===== src/rtl/seg_addr_pkg.sv =====
package seg_addr_pkg;
  localparam int NUM_SEGS  = 4;
  localparam int SEG_IDX_W = $clog2(NUM_SEGS);

  typedef enum logic [SEG_IDX_W-1:0] {
    SEG_CODE  = 2'd0,
    SEG_DATA  = 2'd1,
    SEG_STACK = 2'd2,
    SEG_EXTRA = 2'd3
  } segIdx_e;

  typedef enum logic [1:0] {
    KIND_FETCH = 2'd0,
    KIND_STACK = 2'd1,
    KIND_SRC   = 2'd2,
    KIND_DST   = 2'd3
  } accKind_e;

  typedef struct packed {
    logic [NUM_SEGS-1:0] loadStrb;
    segIdx_e             addrSel;
  } ctrlStrb_t;
endpackage


===== src/rtl/seg_addr_ctrl.sv =====
module seg_addr_ctrl
  import seg_addr_pkg::*;
(
  input  logic                 segWrEn,
  input  logic [SEG_IDX_W-1:0] segWrIdx,
  input  logic [1:0]           accKind,
  input  logic                 ovrValid,
  input  logic [SEG_IDX_W-1:0] ovrSeg,
  output ctrlStrb_t            ctrl
);
  segIdx_e defaultSel;
  logic    ovrAllowed;

  always_comb begin
    ovrAllowed = 1'b0;
    unique case (accKind_e'(accKind))
      KIND_FETCH: defaultSel = SEG_CODE;
      KIND_STACK: begin defaultSel = SEG_STACK; ovrAllowed = 1'b1; end
      KIND_SRC:   begin defaultSel = SEG_DATA;  ovrAllowed = 1'b1; end
      default:    defaultSel = SEG_EXTRA;
    endcase
  end

  assign ctrl.addrSel = (ovrAllowed && ovrValid) ? segIdx_e'(ovrSeg) : defaultSel;

  for (genvar g = 0; g < NUM_SEGS; g++) begin : g_strb
    assign ctrl.loadStrb[g] = segWrEn && (segWrIdx == SEG_IDX_W'(g));
  end
endmodule


===== src/rtl/seg_addr_dp.sv =====
module seg_addr_dp
  import seg_addr_pkg::*;
#(
  parameter int SEG_W = 16,
  parameter int OFF_W = 16,
  parameter int SHIFT = 4,
  localparam int PHYS_W = SEG_W + SHIFT
) (
  input  logic                 clk,
  input  logic                 rstN,
  input  ctrlStrb_t            ctrl,
  input  logic [SEG_W-1:0]     segWrData,
  input  logic [SEG_IDX_W-1:0] segRdIdx,
  input  logic [OFF_W-1:0]     offset,
  output logic [SEG_W-1:0]     segRdData,
  output logic [PHYS_W-1:0]    physAddr
);
  logic [SEG_W-1:0]  segReg [NUM_SEGS];
  logic [SEG_W-1:0]  selSeg;
  logic [PHYS_W-1:0] segBase;

  for (genvar g = 0; g < NUM_SEGS; g++) begin : g_seg
    always_ff @(posedge clk or negedge rstN) begin
      if (!rstN)                 segReg[g] <= '0;
      else if (ctrl.loadStrb[g]) segReg[g] <= segWrData;
    end
  end

  assign segRdData = segReg[segRdIdx];
  assign selSeg    = segReg[ctrl.addrSel];
  assign segBase   = {selSeg, {SHIFT{1'b0}}};
  assign physAddr  = segBase + PHYS_W'(offset);
endmodule


===== src/rtl/seg_addr_unit.sv =====
module seg_addr_unit
  import seg_addr_pkg::*;
#(
  parameter int SEG_W = 16,
  parameter int OFF_W = 16,
  parameter int SHIFT = 4,
  localparam int PHYS_W = SEG_W + SHIFT
) (
  input  logic                 clk,
  input  logic                 rstN,
  input  logic                 segWrEn,
  input  logic [SEG_IDX_W-1:0] segWrIdx,
  input  logic [SEG_W-1:0]     segWrData,
  input  logic [SEG_IDX_W-1:0] segRdIdx,
  output logic [SEG_W-1:0]     segRdData,
  input  logic [1:0]           accKind,
  input  logic [OFF_W-1:0]     offset,
  input  logic                 ovrValid,
  input  logic [SEG_IDX_W-1:0] ovrSeg,
  output logic [PHYS_W-1:0]    physAddr,
  output logic [SEG_IDX_W-1:0] segUsed
);
  ctrlStrb_t ctrl;

  seg_addr_ctrl u_ctrl (
    .segWrEn  (segWrEn),
    .segWrIdx (segWrIdx),
    .accKind  (accKind),
    .ovrValid (ovrValid),
    .ovrSeg   (ovrSeg),
    .ctrl     (ctrl)
  );

  seg_addr_dp #(.SEG_W(SEG_W), .OFF_W(OFF_W), .SHIFT(SHIFT)) u_dp (
    .clk       (clk),
    .rstN      (rstN),
    .ctrl      (ctrl),
    .segWrData (segWrData),
    .segRdIdx  (segRdIdx),
    .offset    (offset),
    .segRdData (segRdData),
    .physAddr  (physAddr)
  );

  assign segUsed = ctrl.addrSel;
endmodule


===== config.mk =====
export PLATFORM = sky130hd
export DESIGN_NAME = seg_addr_unit
export DESIGN_NICKNAME = d
export VERILOG_FILES = /design/src/rtl/seg_addr_pkg.sv /design/src/rtl/seg_addr_ctrl.sv /design/src/rtl/seg_addr_dp.sv /design/src/rtl/seg_addr_unit.sv
export SDC_FILE = /design/constraint.sdc
export NUM_CORES = 1
export LEC_CHECK = 0
export BUFFER_PORTS_ARGS = -buffer_cell sky130_fd_sc_hd__buf_2
export CAP_MARGIN = 20
export CORE_ASPECT_RATIO = 1.1
export CORE_UTILIZATION = 39
export DETAILED_ROUTE_END_ITERATION = 8
export SETUP_SLACK_MARGIN = 0.3
export SKIP_CTS_REPAIR_TIMING = 1
export SLEW_MARGIN = 20
export SYNTH_ARGS = -nofsm -noshare
export SYNTH_HDL_FRONTEND = slang
export SYNTH_SLANG_ARGS = --single-unit
export TNS_END_PERCENT = 50

===== constraint.sdc =====
create_clock -name clk -period 2.96 [get_ports clk]
set_input_delay 0 -clock clk [delete_from_list [all_inputs] [get_ports clk]]
set_output_delay 0 -clock clk [all_outputs]
set_load 0.02 [all_outputs]

Word-level counts from Yosys, hierarchy flattened. Cells that the tools add are included.

Bits in latches: 0. RAM bits: 0. Bits of input ports: 44. Bits in registers: 64. Bits in read-only memories: 0. Memories: 0.

Muxes and demuxes: 9. Eq/ne operators: 5. Bitwise logic cells: 2. Divide/modulo/power cells: 0. Reduce and logical (&&, ||, !) cells: 8. Shift-type cells: 0. $add $sub $neg: 1. $lt $le $gt $ge: 2. Multiply operators: 0.

Operators by type and width (number): $bmux 16 s2 (2); $mux 16 (4); $add 20x16->20 (1); $eq 2x2->1 const B (3); $ge 3x3->1 const B (2); $not 2->3 (2); $pmux 2 s3 (1); $logic_and 1x1->1 (5); $eq 2x1->1 const B (2); $logic_not 2->1 (2); $mux 2 (1); $reduce_or 2->1 (1); $mux 1 (1).

Longest topological paths before layout. Gate-level depths: netlist of run 1.

Word-level depth: 10. Mapped depth: 17. Gate-level depth less buffers: 16.

Modules after synthesis. Synthesis of run 1 repeated with hierarchy kept, for this count alone.

Cell total of the unflattened synthesis: 287. Area, all modules: 3923.8 µm².

Modules (own cells, without submodules): seg_addr_dp (area an instance 3789.9 µm², times used 1, cells each 270); seg_addr_ctrl (area an instance 133.9 µm², times used 1, cells each 17).

Least setup slack after synthesis of run 1. Ideal clock, no wire load.

Kind: input-to-output. Start point: in accKind[0]. End point: out physAddr[14]. Stages: 17. Slack: -0.353 ns. Data arrival time: 3.313 ns. Path through: inv_1 ha_1 nor2b_4 mux2_4 buf_6 buf_2 nand2_1 and3_1 a31oi_1 ha_1 fa_1 a21o_1 a21oi_2 o21ai_1 a2111oi_0 nor3_1 xor2_1.

Longest elaborated chain between the ends: 10. Elaborated cells on any way between the ends: 13.

Ends and longest elaborated chain: from (decl) (line seg_addr_unit.sv:16) `input logic [1:0] accKind,`; $eq 2x1->1 or $eq 2x2->1 (tied branches) (line seg_addr_ctrl.sv:16) `unique case (accKind_e'(accKind))`; $reduce_or 2->1 (no source line); $mux 1 (line seg_addr_ctrl.sv:16); $logic_and 1x1->1 (line seg_addr_ctrl.sv:24) `assign ctrl.addrSel = (ovrAllowed && ovrValid) ? segIdx_e'(ovrSeg) : defaultSel;`; $mux 2 * (line seg_addr_ctrl.sv:24); $not 2->3 (not written as such) * (line seg_addr_dp.sv:30) `assign selSeg = segReg[ctrl.addrSel];`; $bmux 16 s2 * (line seg_addr_dp.sv:30); $mux 16 (not written as such) * (2 in a row) (line seg_addr_dp.sv:30); $add 20x16->20 * (line seg_addr_dp.sv:32) `assign physAddr = segBase + PHYS_W'(offset);`; to (decl) (line seg_addr_unit.sv:20) `output logic [PHYS_W-1:0] physAddr,`.

Mark *: on every way between the ends. The rest lies on a longest branch, timed or not. The select of a mux whose other input is x is not followed.

Final worst setup path of run 1.
Start point: in accKind[0]. End point: out physAddr[18].

Same word-level chain as after synthesis.

==> results.md, run 1 <==
- Grt ovf: 0
- Int Pwr: between 2 and 3 mW
- Worst vdd ir: about 0.35 mV
- Top cells by instance count after synthesis: 64 x dfrtp_1, 64 x mux2_2, 54 x nand2_1
- Gr usage total: between 15 and 20%
- Vias per cell: around 5.4
- Switch share: between 30% and 40%
- Register area share after synthesis: between 30% and 40%
- Clk_skew: 0 ns
- Warnings from Yosys: 0
- Post-synth ARST share: 100%
- Maxcap violations: 0
- Die height: 108 um
- Total wire length: 10,900 um
- Comb power frac: between 50% and 60%
- Largest net degree at the start of global routing: 41
- Violated checks: negative setup slack
- DIE AREA: around 11,000 um2
- Fin util: between 50% and 60%
- DRC violations left: 0
- Fin crit period: 3.04 ns
- Worst path most repeated cell: buf_6
- Slew HR: between 30% and 40%
- Final Max Slew Viols: 0
- CTS tree: yes
- Drt first pass iters: 4
- Status: finished, violations left
- Biggest register: u_dp.segReg
- Worst-path fanout max: 7
- Area of the multi-input gates: roughly 2700 um2
- Worst path buffer plus inverter count: 6
- Row cnt: 38
- Maximum clock path buffer count: 2
- TritonCTS Sinks: 64
- Cell accounting for the most synthesized area: dfrtp_1
- Total net switching power: roughly 1.4 mW
- Endpoints failing setup: 6
- CP Cell Sequence: buf_6 > inv_4 > ha_4 > nor2b_4 > mux2_4 > buf_8 > nand2_2 > a31oi_4 > buf_6 > fa_2 > a21o_1 > a21oi_2 > o211ai_1 > a221oi_2 > buf_4 > nor3b_4 > xor2_2 > buf_6
- Wire per inst: 17.7 um
- Fin crit share: 103%
- Top cell type's share of synthesized area: between 30% and 40%
- Setup TNS: -0.225 ns
- Max FFs per register: between 60 and 70
- Vias in the first global route: roughly 3,100
- Pwr Density: 676 nW/um2
- Fin nets: between 500 and 600
- Met2 wire length: 5590 um
- Crit path kind: input port to output port
- Total power: between 3 and 4 mW
- Syn nets: around 410
- F_max: 329 MHz
- Syn Inst Count: roughly 350
- Hold Violations, Final: 0
- I/O pin count: 82
- Top_reg_cell synth: dfrtp_1
- Gpl congestion: about 0.8
- CP Data Arrival Time: about 3 ns
- Initial antenna violation count: 0
- Number of buffers added on ports: 73
- Antenna Nets Post-Route: 0
- Worst-Margin Slew: roughly 1.0 ns
- Fin worst setup slack: -0.0819 ns
- Hold WC Path Type: input port to output port
- Routed wl met3: roughly 470 um
- First-pass GRT wire length: 15,500 um
- Post-DP HPWL: ~7000 um
- Starting DRT DRC Count: around 170
- Number of synthesized flops with an enable pin: 0
- Area grow syn2layout: 44.9%
- Synth Cell Area: ~4000 um2
- Total core area: 9940 um2
- Detailed-route via count: 3,309
- Reg area: 1600 um2
- Leak: roughly 2.6 nW
- Ant diodes: 0
- CTS Buf Count: 9
- Synth top area cells: dfrtp_1 40%, mux2_2 18%, mux4_2 9.0%, nand2_1 5.0%, ha_1 5.0%
- Placed insts: between 500 and 600
- Clk root buf: clkbuf_8
- Seq pwr share: 29.7%
- Die W: a little under 100 um
- Synthesized flop and latch total: 64
- Htree depth: 3
- Crit. End Element: output port
- Synthesized area per cell: 11.5 um2
- Critical path's largest stage delay: around 0.4 ns
- CP max-delay cell: mux2_4
- Layout cell share with drive strength beyond 1: 59.8%
- Fill count: roughly 850
- Final std cells w/o fill: 612
- DRT met1 WL: roughly 4600 um
- Clk_lat worst skew: between 0.3 and 0.4 ns
- Critical Path Start Type: input port
- Top flop regs: u_dp.segReg x64
- Uppermost routed layer: met4
- DP Worst Slack: -0.240 ns
- Post-synth cell types: 45
- Top Family by Delay on Critical Path: compound AO/OA/AOI/OAI gates
- Clk pwr share: a little under a fifth
- Initial Util: 40.4%
- RSZ-0062 raised after global routing: true
- CP required: 2.96 ns
[worst paths after layout]
kind                            startpoint              end  slack [ns]  cells after the start
max                             accKind[0]     physAddr[18]       -0.08                     18
min                              offset[2]      physAddr[2]    0.000006                      0
max reg2reg                u_dp.segReg[17]  u_dp.segReg[17]        2.15                      1
min reg2reg                u_dp.segReg[12]  u_dp.segReg[12]        0.53                      1
max in group asynchronous             rstN  u_dp.segReg[58]        1.83                      3
min in group asynchronous             rstN  u_dp.segReg[63]        0.18                      2
[power by group through the flow]
stage | registers [mW] | clock network, mW | logic, mW
after floorplan | 1.14 | 0 | 1.07
after global placement | 1.17 | 0 | 1.56
after detailed placement | 1.18 | 0 | 1.58
after CTS | 1.16 | 0.783 | 1.59
after global routing | 1.19 | 0.818 | 2.15
final | 1.17 | 0.756 | 2.01
[layout by cell type (no fill, tap or decap), types with 5 or more instances in the layout]
master	Yosys	layout
a21o_1	5	5
a21oi_2	1	6
a31oi_4	0	8
and3_1	12	8
buf_2	9	63
buf_4	6	52
buf_6	1	11
clkbuf_8	0	11
dfrtp_1	64	64
dlygate4sd3_1	0	17
ha_1	16	5
ha_4	0	10
mux2_2	64	64
mux2i_1	8	8
mux4_2	16	16
nand2_1	54	47
nand2_2	0	7
xnor2_1	8	7
[area by class of cell]
class	instances	share of cell area (%)
sequential	64	27.5
multi-input combinational	256	46.6
timing repair buffer	149	19.2
inverter	7	0.623
clock inverter	3	0.688
tap	120	2.58
clock buffer	13	2.73
[metrics by stage]
step | cell area, um2 | hold WS (ns)
6_report | 5820 | 0.00000645
5_1_grt | 5820 | 0.0000362
4_1_cts | 5000 | -0.352
3_5_place_dp | 4800 | 0.000236
3_3_place_gp | 4800 | 0.000236
2_1_floorplan | 4080 | -0.296
[cells by family (layout without fill, tap and decap cells)]
| family | after synthesis | in the layout | share of synthesized area (%) |
|---|---|---|---|
| compound gates | 44 | 44 | 7.60 |
| flops | 64 | 64 | 39.9 |
| xor+xnor | 13 | 13 | 2.83 |
| mux | 90 | 90 | 29.6 |
| simple gates | 92 | 92 | 11.0 |
| fa+ha+maj | 17 | 17 | 5.48 |
| buf+inv | 28 | 172 | 3.64 |
[metal layers]
| layer | global-route usage (%) | up-vias |
|---|---|---|
| met2 | 32.7 | 92 |
| li1 | - | 1542 |
| met4 | 8.85 | 0 |
| met5 | 0 | - |
| met3 | 3.88 | 14 |
| met1 | 23.8 | 1661 |
No activity file was read; power rests on OpenSTA's default activity.
==> run 2: changes to the inputs <==
- BUFFER_PORTS_ARGS: -buffer_cell sky130_fd_sc_hd__buf_2 -> default
- DONT_BUFFER_PORTS: default -> 1
- SETUP_SLACK_MARGIN: 0.3 -> default
==> run 2 against run 1 <==
Against the previous run: via count decreased by 10%; highest routed layer unchanged; combinational power decreased by 23%; critical path depth decreased by 6; register-to-register slack about the same; largest power group unchanged; the flow now finishes without violations; fmax increased by 5.8%; global-route usage decreased by 0.49 points; clock skew unchanged.
==> results.md, run 2 (synthesized netlist as in run 1, its figures left out) <==
- Clk_skew: 0 ns
- Maxcap violations: 0
- Total core area: between 9000 and 10,000 um2
- CP required: about 3.0 ns
- Routed wl met3: about 530 um
- Number of buffers added on ports: 0
- Fin worst setup slack: about 0.086 ns
- Ant diodes: 0
- Highest-count cells in the layout ignoring fill and taps: 64 x mux2_2, 64 x dfrtp_1, 54 x nand2_1
- CTS tree: yes
- Crit. End Element: output port
- Worst Setup SP: u_dp.segReg[48]
- Post-DP Area: ~4400 um2
- Hold_sp: offset[0]
- RSZ-0062 raised after global routing: true
- Leak: about 2.1 nW
- Status: completed
- Clk slew on worst S/H paths: ~0.070 ns
- Clk_lat worst skew: roughly 0.34 ns
- Hold Violations, Final: 0
- Post-DP HPWL: ~7000 um
- First-pass GRT wire length: 15,300 um
- Die height: ~110 um
- Wire per inst: 18.8 um
- Uppermost routed layer: met4
- Layout cell share with drive strength beyond 1: approximately two fifths
- Largest net degree at the start of global routing: 65
- Clk root buf: clkbuf_8
- Grt ovf: 0
- Fin crit share: 97.1%
- DIE AREA: roughly 11,000 um2
- WHS: between 0.000006 and 0.000007 ns
- Initial antenna violation count: 0
- Final Max Slew Viols: 0
- Critical Path Start Type: flip-flop
- Met2 wire length: a little under 5000 um
- Row cnt: 38
- CTS Buf Count: 9
- Detailed-route via count: between 2,000 and 3,000
- Total wire length: between 9000 and 10,000 um
- Critical R2R Launch: u_dp.segReg[5]
- Maximum clock path buffer count: 2
- Initial Util: roughly 40%
- Vias in the first global route: between 3,000 and 4,000
- Top flop regs: u_dp.segReg x64
- Worst-Margin Slew: ~1.0 ns
- Drt first pass iters: 4
- Starting DRT DRC Count: approximately 200
- Worst-path fanout max: 3
- Area grow syn2layout: 21.6%
- DRT met1 WL: between 4000 and 5000 um
- Endpoints failing setup: 0
- Max FFs per register: 64
- Gpl congestion: roughly 0.8
- Biggest register: u_dp.segReg
- I/O pin count: just over 80
- Final Instance Area: between 4000 and 5000 um2
- Fin crit period: between 2 and 3 ns
- Antenna Nets Post-Route: 0
- DRC violations left: 0
- F_max: roughly 350 MHz
- Htree depth: 3
- Pwr Density: around 700 nW/um2
- Fin nets: ~460
- CP Data Arrival Time: between 2 and 3 ns
- DP Worst Slack: -0.0234 ns
- Total power: 3.38 mW
- Slew HR: between 30% and 40%
- Crit path kind: flip-flop to output port
- Vias per cell: between 5 and 6
- Worst vdd ir: ~0.31 mV
- Die W: 98.8 um
- TritonCTS Sinks: between 60 and 70
- Setup TNS: 0 ns
- Gr usage total: a little under a fifth
- Hold WC Path Type: input port to output port
[run 2: area by class of cell]
type / instances / area, um2
fillers: 900 / 5050
multi-input cells: 256 / 2380
flip-flops and latches: 64 / 1600
repair buffers: 63 / 552
clock buffers: 11 / 151
well taps: 120 / 150
inverters: 7 / 33.8
clock inverters: 4 / 20.0
[run 2: metrics by stage]
stage	instances	util [%]
floorplan	348	-
global placement	490	44.4
detailed placement	490	44.4
CTS	505	46.1
global route	525	49.2
finish	525	49.2
[run 2: worst paths after layout]
| kind | to | slack [ns] | cells after the start |
|---|---|---|---|
| max | physAddr[14] | 0.09 | 12 |
| min reg2reg | u_dp.segReg[51] | 0.53 | 1 |
| max reg2reg | u_dp.segReg[5] | 2.16 | 1 |
| min in group asynchronous | u_dp.segReg[54] | 0.22 | 2 |
| min | physAddr[0] | 0.000006 | 0 |
| max in group asynchronous | u_dp.segReg[10] | 2.46 | 2 |
[run 2: power breakdown]
group | internal, mW | switching, mW | leakage (nW)
Sequential | 1.04 | 0.129 | 0.757
Clock | 0.339 | 0.324 | 0.0947
Combinational | 0.751 | 0.800 | 1.28
[run 2: per-layer routing]
layer	GRT usage [%]	vias up
met3	5.95	21
li1	-	1376
met2	31.4	94
met4	8.42	0
met1	22.2	1481
met5	0	-
[run 2: critical path, stage by stage (launching register included)]
cell and delay [ns]:
dfrtp_1 0.40, nand2_1 0.08, and3_1 0.16, a31oi_2 0.05, ha_2 0.20, fa_2 0.35, a21o_1 0.20, a21oi_2 0.19
o21ai_1 0.15, a2111oi_2 0.33, nor3_1 0.10, xor2_1 0.17, buf_4 0.16
